### src/rtl/membus_pkg.sv
package membus_pkg;

  typedef enum logic [2:0] {
    ST_IDLE,
    ST_ALE,
    ST_GAP,
    ST_STRB,
    ST_HOLD,
    ST_SKIP
  } busState_e;

  // cycle kind, also the index of the strobe it uses
  localparam logic [1:0] KIND_PROG  = 2'd0;
  localparam logic [1:0] KIND_READ  = 2'd1;
  localparam logic [1:0] KIND_WRITE = 2'd2;
  localparam int NUM_STROBES = 3;

  typedef struct packed {
    logic load;       // latch request fields
    logic ale;        // address latch pulse
    logic strobe;     // kind-selected strobe active
    logic driveAddr;  // low address on shared bus
    logic driveData;  // write data may be driven
    logic capture;    // sample read data
  } pathCtl_t;

endpackage

### src/rtl/membus_fsm.sv
module membus_fsm
  import membus_pkg::*;
#(
  parameter int ADDR_W        = 16,
  parameter int ALE_LEN       = 3,
  parameter int GAP_LEN       = 1,
  parameter int STRB_LEN      = 4,
  parameter int INT_ROM_BYTES = 32768
) (
  input  logic              clk,
  input  logic              rstN,
  input  logic              reqValid,
  input  logic              reqProg,
  input  logic [ADDR_W-1:0] reqAddr,
  input  logic              extFetchN,
  input  logic              readyIn,
  output pathCtl_t          ctl,
  output logic              busy,
  output logic              done
);

  localparam int CNT_MAX = (ALE_LEN > STRB_LEN) ?
                           ((ALE_LEN > GAP_LEN) ? ALE_LEN : GAP_LEN) :
                           ((STRB_LEN > GAP_LEN) ? STRB_LEN : GAP_LEN);
  localparam int CNT_W = $clog2(CNT_MAX + 1);
  localparam logic [CNT_W-1:0] ALE_LAST  = CNT_W'(ALE_LEN - 1);
  localparam logic [CNT_W-1:0] GAP_LAST  = CNT_W'(GAP_LEN - 1);
  localparam logic [CNT_W-1:0] STRB_LAST = CNT_W'(STRB_LEN - 1);
  localparam logic [ADDR_W:0]  ROM_LIMIT = (ADDR_W + 1)'(INT_ROM_BYTES);

  busState_e        state, stateNext;
  logic [CNT_W-1:0] cnt, cntNext;
  logic             internalHit;
  logic             strbLast;

  assign internalHit = reqProg && extFetchN && ({1'b0, reqAddr} < ROM_LIMIT);
  assign strbLast    = (state == ST_STRB) && (cnt == STRB_LAST);

  always_comb begin
    stateNext = state;
    cntNext   = cnt;
    unique case (state)
      ST_IDLE: begin
        cntNext = '0;
        if (reqValid) stateNext = internalHit ? ST_SKIP : ST_ALE;
      end
      ST_ALE: begin
        if (cnt == ALE_LAST) begin
          stateNext = ST_GAP;
          cntNext   = '0;
        end else begin
          cntNext = cnt + 1'b1;
        end
      end
      ST_GAP: begin
        if (cnt == GAP_LAST) begin
          stateNext = ST_STRB;
          cntNext   = '0;
        end else begin
          cntNext = cnt + 1'b1;
        end
      end
      ST_STRB: begin
        if (cnt != STRB_LAST) cntNext = cnt + 1'b1;
        else if (readyIn)     stateNext = ST_HOLD;
      end
      ST_HOLD: stateNext = ST_IDLE;
      ST_SKIP: stateNext = ST_IDLE;
      default: stateNext = ST_IDLE;
    endcase
  end

  always_ff @(posedge clk or negedge rstN) begin
    if (!rstN) begin
      state <= ST_IDLE;
      cnt   <= '0;
    end else begin
      state <= stateNext;
      cnt   <= cntNext;
    end
  end

  always_comb begin
    ctl.load      = (state == ST_IDLE) && reqValid;
    ctl.ale       = (state == ST_ALE);
    ctl.strobe    = (state == ST_STRB);
    ctl.driveAddr = (state == ST_ALE) || (state == ST_GAP);
    ctl.driveData = (state == ST_STRB) || (state == ST_HOLD);
    ctl.capture   = strbLast && readyIn;
  end

  assign busy = (state != ST_IDLE);
  assign done = (state == ST_HOLD) || (state == ST_SKIP);

endmodule

### src/rtl/membus_path.sv
module membus_path
  import membus_pkg::*;
#(
  parameter int ADDR_W = 16,
  parameter int DATA_W = 8
) (
  input  logic              clk,
  input  logic              rstN,
  input  pathCtl_t          ctl,
  input  logic [ADDR_W-1:0] reqAddr,
  input  logic [DATA_W-1:0] reqWdata,
  input  logic              reqWrite,
  input  logic              reqProg,
  input  logic [DATA_W-1:0] adIn,
  output logic [DATA_W-1:0] adOut,
  output logic              adOe,
  output logic [ADDR_W-DATA_W-1:0] addrHi,
  output logic              aleLvl,
  output logic              psenLvl,
  output logic              rdLvl,
  output logic              wrLvl,
  output logic [DATA_W-1:0] rdData
);

  localparam int HI_W = ADDR_W - DATA_W;

  logic [ADDR_W-1:0] addrQ;
  logic [DATA_W-1:0] wdataQ;
  logic [1:0]        kindQ;
  logic [NUM_STROBES-1:0] strbN;

  always_ff @(posedge clk or negedge rstN) begin
    if (!rstN) begin
      addrQ  <= '0;
      wdataQ <= '0;
      kindQ  <= KIND_READ;
      rdData <= '0;
    end else begin
      if (ctl.load) begin
        addrQ  <= reqAddr;
        wdataQ <= reqWdata;
        kindQ  <= reqWrite ? KIND_WRITE : (reqProg ? KIND_PROG : KIND_READ);
      end
      if (ctl.capture) rdData <= adIn;
    end
  end

  // one active-low strobe per cycle kind
  for (genvar g = 0; g < NUM_STROBES; g++) begin : gStrobe
    assign strbN[g] = !(ctl.strobe && (kindQ == 2'(g)));
  end

  assign psenLvl = strbN[KIND_PROG];
  assign rdLvl   = strbN[KIND_READ];
  assign wrLvl   = strbN[KIND_WRITE];
  assign aleLvl  = ctl.ale;
  assign addrHi  = addrQ[ADDR_W-1 -: HI_W];
  assign adOut   = ctl.driveAddr ? addrQ[DATA_W-1:0] : wdataQ;
  assign adOe    = ctl.driveAddr || (ctl.driveData && (kindQ == KIND_WRITE));

endmodule

### src/rtl/membus_ctrl.sv
module membus_ctrl
  import membus_pkg::*;
#(
  parameter int ADDR_W        = 16,
  parameter int DATA_W        = 8,
  parameter int ALE_LEN       = 3,
  parameter int GAP_LEN       = 1,
  parameter int STRB_LEN      = 4,
  parameter int INT_ROM_BYTES = 32768
) (
  input  logic              clk,
  input  logic              rstN,
  input  logic              floatCtl,
  input  logic              extFetchN,
  input  logic              reqValid,
  input  logic              reqProg,
  input  logic              reqWrite,
  input  logic [ADDR_W-1:0] reqAddr,
  input  logic [DATA_W-1:0] reqWdata,
  output logic              busy,
  output logic              done,
  output logic [DATA_W-1:0] rdData,
  input  logic              readyIn,
  input  logic [DATA_W-1:0] adIn,
  output logic [DATA_W-1:0] adOut,
  output logic              adOe,
  output logic [ADDR_W-DATA_W-1:0] addrHi,
  output logic              aleOut,
  output logic              psenN,
  output logic              rdN,
  output logic              wrN,
  output logic              strobeOe
);

  pathCtl_t ctl;
  logic aleLvl, psenLvl, rdLvl, wrLvl, pathOe;

  membus_fsm #(
    .ADDR_W(ADDR_W), .ALE_LEN(ALE_LEN), .GAP_LEN(GAP_LEN),
    .STRB_LEN(STRB_LEN), .INT_ROM_BYTES(INT_ROM_BYTES)
  ) uFsm (
    .clk(clk), .rstN(rstN), .reqValid(reqValid), .reqProg(reqProg),
    .reqAddr(reqAddr), .extFetchN(extFetchN), .readyIn(readyIn),
    .ctl(ctl), .busy(busy), .done(done)
  );

  membus_path #(.ADDR_W(ADDR_W), .DATA_W(DATA_W)) uPath (
    .clk(clk), .rstN(rstN), .ctl(ctl), .reqAddr(reqAddr),
    .reqWdata(reqWdata), .reqWrite(reqWrite), .reqProg(reqProg),
    .adIn(adIn), .adOut(adOut), .adOe(pathOe), .addrHi(addrHi),
    .aleLvl(aleLvl), .psenLvl(psenLvl), .rdLvl(rdLvl), .wrLvl(wrLvl),
    .rdData(rdData)
  );

  // reset forces all control strobes high; floatCtl picks drive or release
  assign aleOut   = rstN ? aleLvl  : 1'b1;
  assign psenN    = rstN ? psenLvl : 1'b1;
  assign rdN      = rstN ? rdLvl   : 1'b1;
  assign wrN      = rstN ? wrLvl   : 1'b1;
  assign strobeOe = rstN | floatCtl;
  assign adOe     = rstN & pathOe;

endmodule

### config.mk
export PLATFORM = sky130hd
export DESIGN_NAME = membus_ctrl
export DESIGN_NICKNAME = d
export VERILOG_FILES = /design/src/rtl/membus_pkg.sv /design/src/rtl/membus_fsm.sv /design/src/rtl/membus_path.sv /design/src/rtl/membus_ctrl.sv
export SDC_FILE = /design/constraint.sdc
export NUM_CORES = 1
export LEC_CHECK = 0
export ABC_AREA = 1
export CAP_MARGIN = 15
export CORE_MARGIN = 3
export CORE_UTILIZATION = 45
export CTS_BUF_LIST = sky130_fd_sc_hd__clkbuf_4
export DETAILED_ROUTE_END_ITERATION = 8
export PLACE_DENSITY_LB_ADDON = 0.05
export SETUP_SLACK_MARGIN = 0.2
export SLEW_MARGIN = 10
export SYNTH_ARGS = -nofsm -noshare
export SYNTH_HDL_FRONTEND = slang
export SYNTH_HIERARCHICAL = 1
export SYNTH_SLANG_ARGS = --single-unit
### constraint.sdc
create_clock -name clk -period 1.63 [get_ports clk]
set_input_delay 0.326 -clock clk [delete_from_list [all_inputs] [get_ports clk]]
set_output_delay 0.326 -clock clk [all_outputs]
set_load 0.1 [all_outputs]
Yosys cells after proc, flatten, opt, wreduce, memory -nomap -nowiden --
Cells that the tools add are included.
Word-level totals: register bits 40, input port bits 40, output and inout port bits 32, logic and storage cells 67
Operators by class: add/sub/neg operators 1, $lt $le $gt $ge 1, equality and inequality tests 16, muxes and demuxes 18, bitwise logic cells 2, reduce and logical (&&, ||, !) cells 23
Operators by type and width (count):
- $mux W3 | 9
- $pmux W3 S4 | 2
- $lt A16 B16 Y1 const B | 1
- $eq A3 B2 Y1 const B | 4
- $logic_and A1 B1 Y1 | 9
- $mux W8 | 1
- $ne A2 B2 Y1 const B | 4
- $eq A3 B3 Y1 const B | 2
- $logic_not A3 Y1 | 2
- $mux W1 | 5
- $reduce_and A5 Y1 | 1
- $logic_or A1 B1 Y1 | 4
- $ne A2 B1 Y1 const B | 2
- $reduce_bool A4 Y1 | 1
- $add A3 B1 Y3 const B | 1
- $eq A3 B1 Y1 const B | 1
- $logic_not A1 Y1 | 3
- $ne A3 B2 Y1 const B | 1
- $reduce_bool A3 Y1 | 1
- $eq A2 B1 Y1 const B | 1
- $eq A2 B2 Y1 const B | 1
- $logic_not A2 Y1 | 1
- $mux W2 | 1
- $reduce_and A2 Y1 | 1
- other kinds (2) | 2

Depth between registers and ports, before layout --
depth after elaboration 5, gate-level depth with buffers 9

By module --
The synthesis kept the hierarchy.
By module, submodules not included:
- membus_path | times used 1, cells each 177, area each 1508.9 sq um, seq. area each 852.1 sq um
- membus_fsm | times used 1, cells each 74, area each 478.0 sq um, seq. area each 150.1 sq um
- membus_ctrl | times used 1, cells each 13, area each 48.8 sq um, seq. area each 0.0 sq um

Least setup slack after synthesis --
No wires, ideal clock.
kind flip-flop to output port, start point reg uFsm.state[0], end point out adOut[6], arrival time 3.057 ns, setup slack -1.753 ns, cell stages (with the launch flop) 7, buffers on the path 1, cell sequence dfrtp_1 -> inv_1 -> nor2_1 -> nand2_1 -> nand2_1 -> buf_4 -> o21ai_0
RTL lines:
- start, declared | RTL line membus_fsm.sv:31 | busState_e state, stateNext;
- start signal, assigned | RTL line membus_fsm.sv:78 | state <= stateNext;
- end, declared | RTL line membus_ctrl.sv:25 | output logic [DATA_W-1:0] adOut,

==> results.md <==
- Data arrival, critical path: 1.66 ns
- Ports: 72
- CTS sink count: 40
- Max-slew headroom: 77.56%
- Final core occ: 87.08%
- Distinct cell type count after synthesis: 19
- Status: finished with violations
- # fillers: 212
- Average via count per standard cell: 4.900
- Register area: 1005 um2
- CTS tree: yes
- Final period utilization: 122.0%
- Failing checks: setup timing
- Min Clock Period, post-route: 1.988 ns
- Mapped cell area: 2036 um2
- Clk root buf: clkbuf_4
- Complex-gate fraction of the synthesized area: 6.638%
- Crit Path Class: register to output pin
- DR WL/cell: 15.17 um
- Worst EP required: 1.30 ns
- Chip Height: 73.26 um
- Cell count after synthesis: 264
- Clock latency on the worst-skew pair: 0.35 ns
- Die Area: 5367 um2
- Final hold vios: 0
- Die Span X: 73.26 um
- Main combinational cell family by area after synthesis: simple AND/OR/NAND/NOR gates
- Multi-input gate area: 1013 um2
- Syn avg cell area: 7.711 um2
- Adder-Cell Fraction of Synth Area: 2.459%
- Unrepaired setup endpoints after global routing: yes
- Synthesis-stage register bit count: 40
- Register area share after synthesis: 49.23%
- Max Buffers Root-to-Sink: 2
- Clock transition at the registers of the reported paths: 0.12 ns
- Antenna violations before repair: 0
- Mux cell area share after synthesis: 0%
- Worst setup EP type: output pin
- Ys Warns: 6
- Worst setup SP type: register
- R2r setup slk: -0.01 ns
- Antenna-violating nets left: 0
- Reg2reg start: uFsm/state[2]
- TritonCTS Buffers: 5
- # DRC: 0
- Area grow syn2layout: 78.49%
- Pin count of the biggest net entering global routing: 25
- Slew Viols, Final: 0
- Setup ws final: -0.3585 ns
- Critical Path Fanout Max: 8
- Maxcap violations: 0
- Worst reg2reg endpoint: uPath/addrQ[10]
- Post-DP HPWL: 4049 um
- GRT Overall Usage: 22.69%
- Clk_skew: 0.01246 ns
- First-pass GRT wire length: 9218 um
- # rows: 23
- H-tree Lvls: 2
- Post-Synth XOR/XNOR Area: 0%
- Initial Util: 48.79%
- Reg2Reg Depth: 9
- Core ar.: 4173 um2
- ANT cells: 0
- Net Count, Synth: 308
- Total congestion overflow: 0
- Post-CTS Hold Fix Bufs: 0
- Final setup fails: 18
- # port buffers: 71
- Synth Area in Simple Gates: 27.60%
- Pin slew with the least headroom to its limit: 0.3366 ns
- FMAX: 0.5029 GHz
- RD Place Congestion: 0.8042
- Wirelength, routed: 6203 um
- First-pass DRT Iterations: 4
- Vias in the first global route: 1,959
- Hold Path Class: primary input to async pin
- Via Count: 2,004
- Final #Nets: 402
- Layout cell share with drive strength beyond 1: 36.49%
- DRT iter0 DRCs: 125
what timing repair did:
item / CTS / global route
gates resized for setup: 19 / 36
setup endpoints to repair: 33 / 53
buffers inserted: 5 / 9
pin swaps: 5 / 6
cloned: 1 / 1
hold endpoints to repair: 0 / 0
sequential cells by signal, summed over array words and instances (netlist names):
| signal | count |
|---|---|
| uFsm/state | 3 |
| uPath/kindQ | 2 |
| uPath/addrQ | 16 |
| uPath/wdataQ | 8 |
| uPath/rdData | 8 |
| uFsm/cnt | 3 |
kinds of logic (layout without fill, tap and decap cells):
kind of cell,count (synthesis),in the layout
simple gates,139,140
fa+ha+maj,4,4
buf+inv,54,148
compound gates,27,27
flops,40,40
cell usage in the layout, fill, tap and decap left out, types with 2 or more instances in the layout:
cell             synthesis  routed
buf_12                   0      35
buf_4                   11      16
buf_6                    5      12
clkbuf_4                 0       7
clkdlybuf4s50_1          0      37
dfrtp_1                 39      37
dfrtp_2                  0       2
ha_1                     4       3
inv_1                   35      25
inv_2                    2      11
nand2_1                110      98
nand2_2                  4       9
nand2_4                  0       6
nand2_8                  0       2
nand3_1                  9       5
nand3_2                  0       4
nor2_1                  10       2
nor2_2                   3       4
nor2_4                   1       8
o21ai_0                 22      12
o21ai_1                  4       6
o21ai_4                  0       8
worst max-delay path by stage:
stage / startpoint / end / slack (ns)
after floorplan: uFsm/state[1] / adOe / -0.21
after global placement: uFsm/state[2] / adOut[3] / 0.003
after detailed placement: uFsm/state[2] / adOut[3] / -0.07
after CTS: uFsm/state[1] / adOut[6] / -0.33
after global routing: uFsm/state[2] / adOe / -0.43
final: uFsm/state[0] / adOut[6] / -0.36
per-layer routing:
| metal | GRT usage, % | wire length, um |
|---|---|---|
| met1 | 28.57 | 2417 |
| met2 | 38.53 | 3324 |
| met3 | 5.062 | 402 |
| met4 | 7.377 | 59 |
| met5 | 0 | 0 |
final cells by class:
cell class,count,area share [%]
Clock buffer,7,1.446
Clock inverter,1,0.1377
Inverter,38,4.167
Multi-Input combinational cell,171,27.89
Sequential cell,40,27.65
Tap cell,50,1.722
Timing Repair Buffer,102,36.98
through the flow:
step | instance area (um2) | setup slack [ns] | hold WS [ns] | instances | setup TNS (ns)
after floorplan | 2183 | -0.2116 | 0.03041 | 264 | -1.694
after global placement | 3252 | 0.003341 | 0.4549 | 385 | 0
after detailed placement | 3252 | -0.07069 | 0.4594 | 385 | -0.4293
after CTS | 3441 | -0.3313 | 0.1307 | 399 | -4.015
after global routing | 3633 | -0.4320 | 0.1489 | 409 | -6.644
final | 3633 | -0.3585 | 0.1464 | 409 | -4.247
critical path, cell delays in order (launching register included):
cell	delay, ns
dfrtp_1	0.42
inv_2	0.13
nor2_4	0.06
nand2_4	0.11
nand2_8	0.10
buf_6	0.14
o21ai_4	0.16
buf_12	0.19
cell usage after synthesis:
master     n  area share (%)
a21oi_1    1            0.25
and2_1     1            0.31
buf_4     11             4.1
buf_6      5             2.8
dfrtp_1   39              48
dfstp_2    1             1.3
ha_1       4             2.5
inv_1     35             6.5
inv_2      2            0.37
inv_6      1            0.43
nand2_1  110              20
nand2_2    4             1.2
nand3_1    9             2.2
nor2_1    10             1.8
nor2_2     3            0.92
nor2_4     1            0.55
nor3_1     1            0.25
o21ai_0   22             5.4
o21ai_1    4            0.98
Power is not shown: default switching activity piles up to over one toggle a cycle in this logic, so the estimate is an artifact.
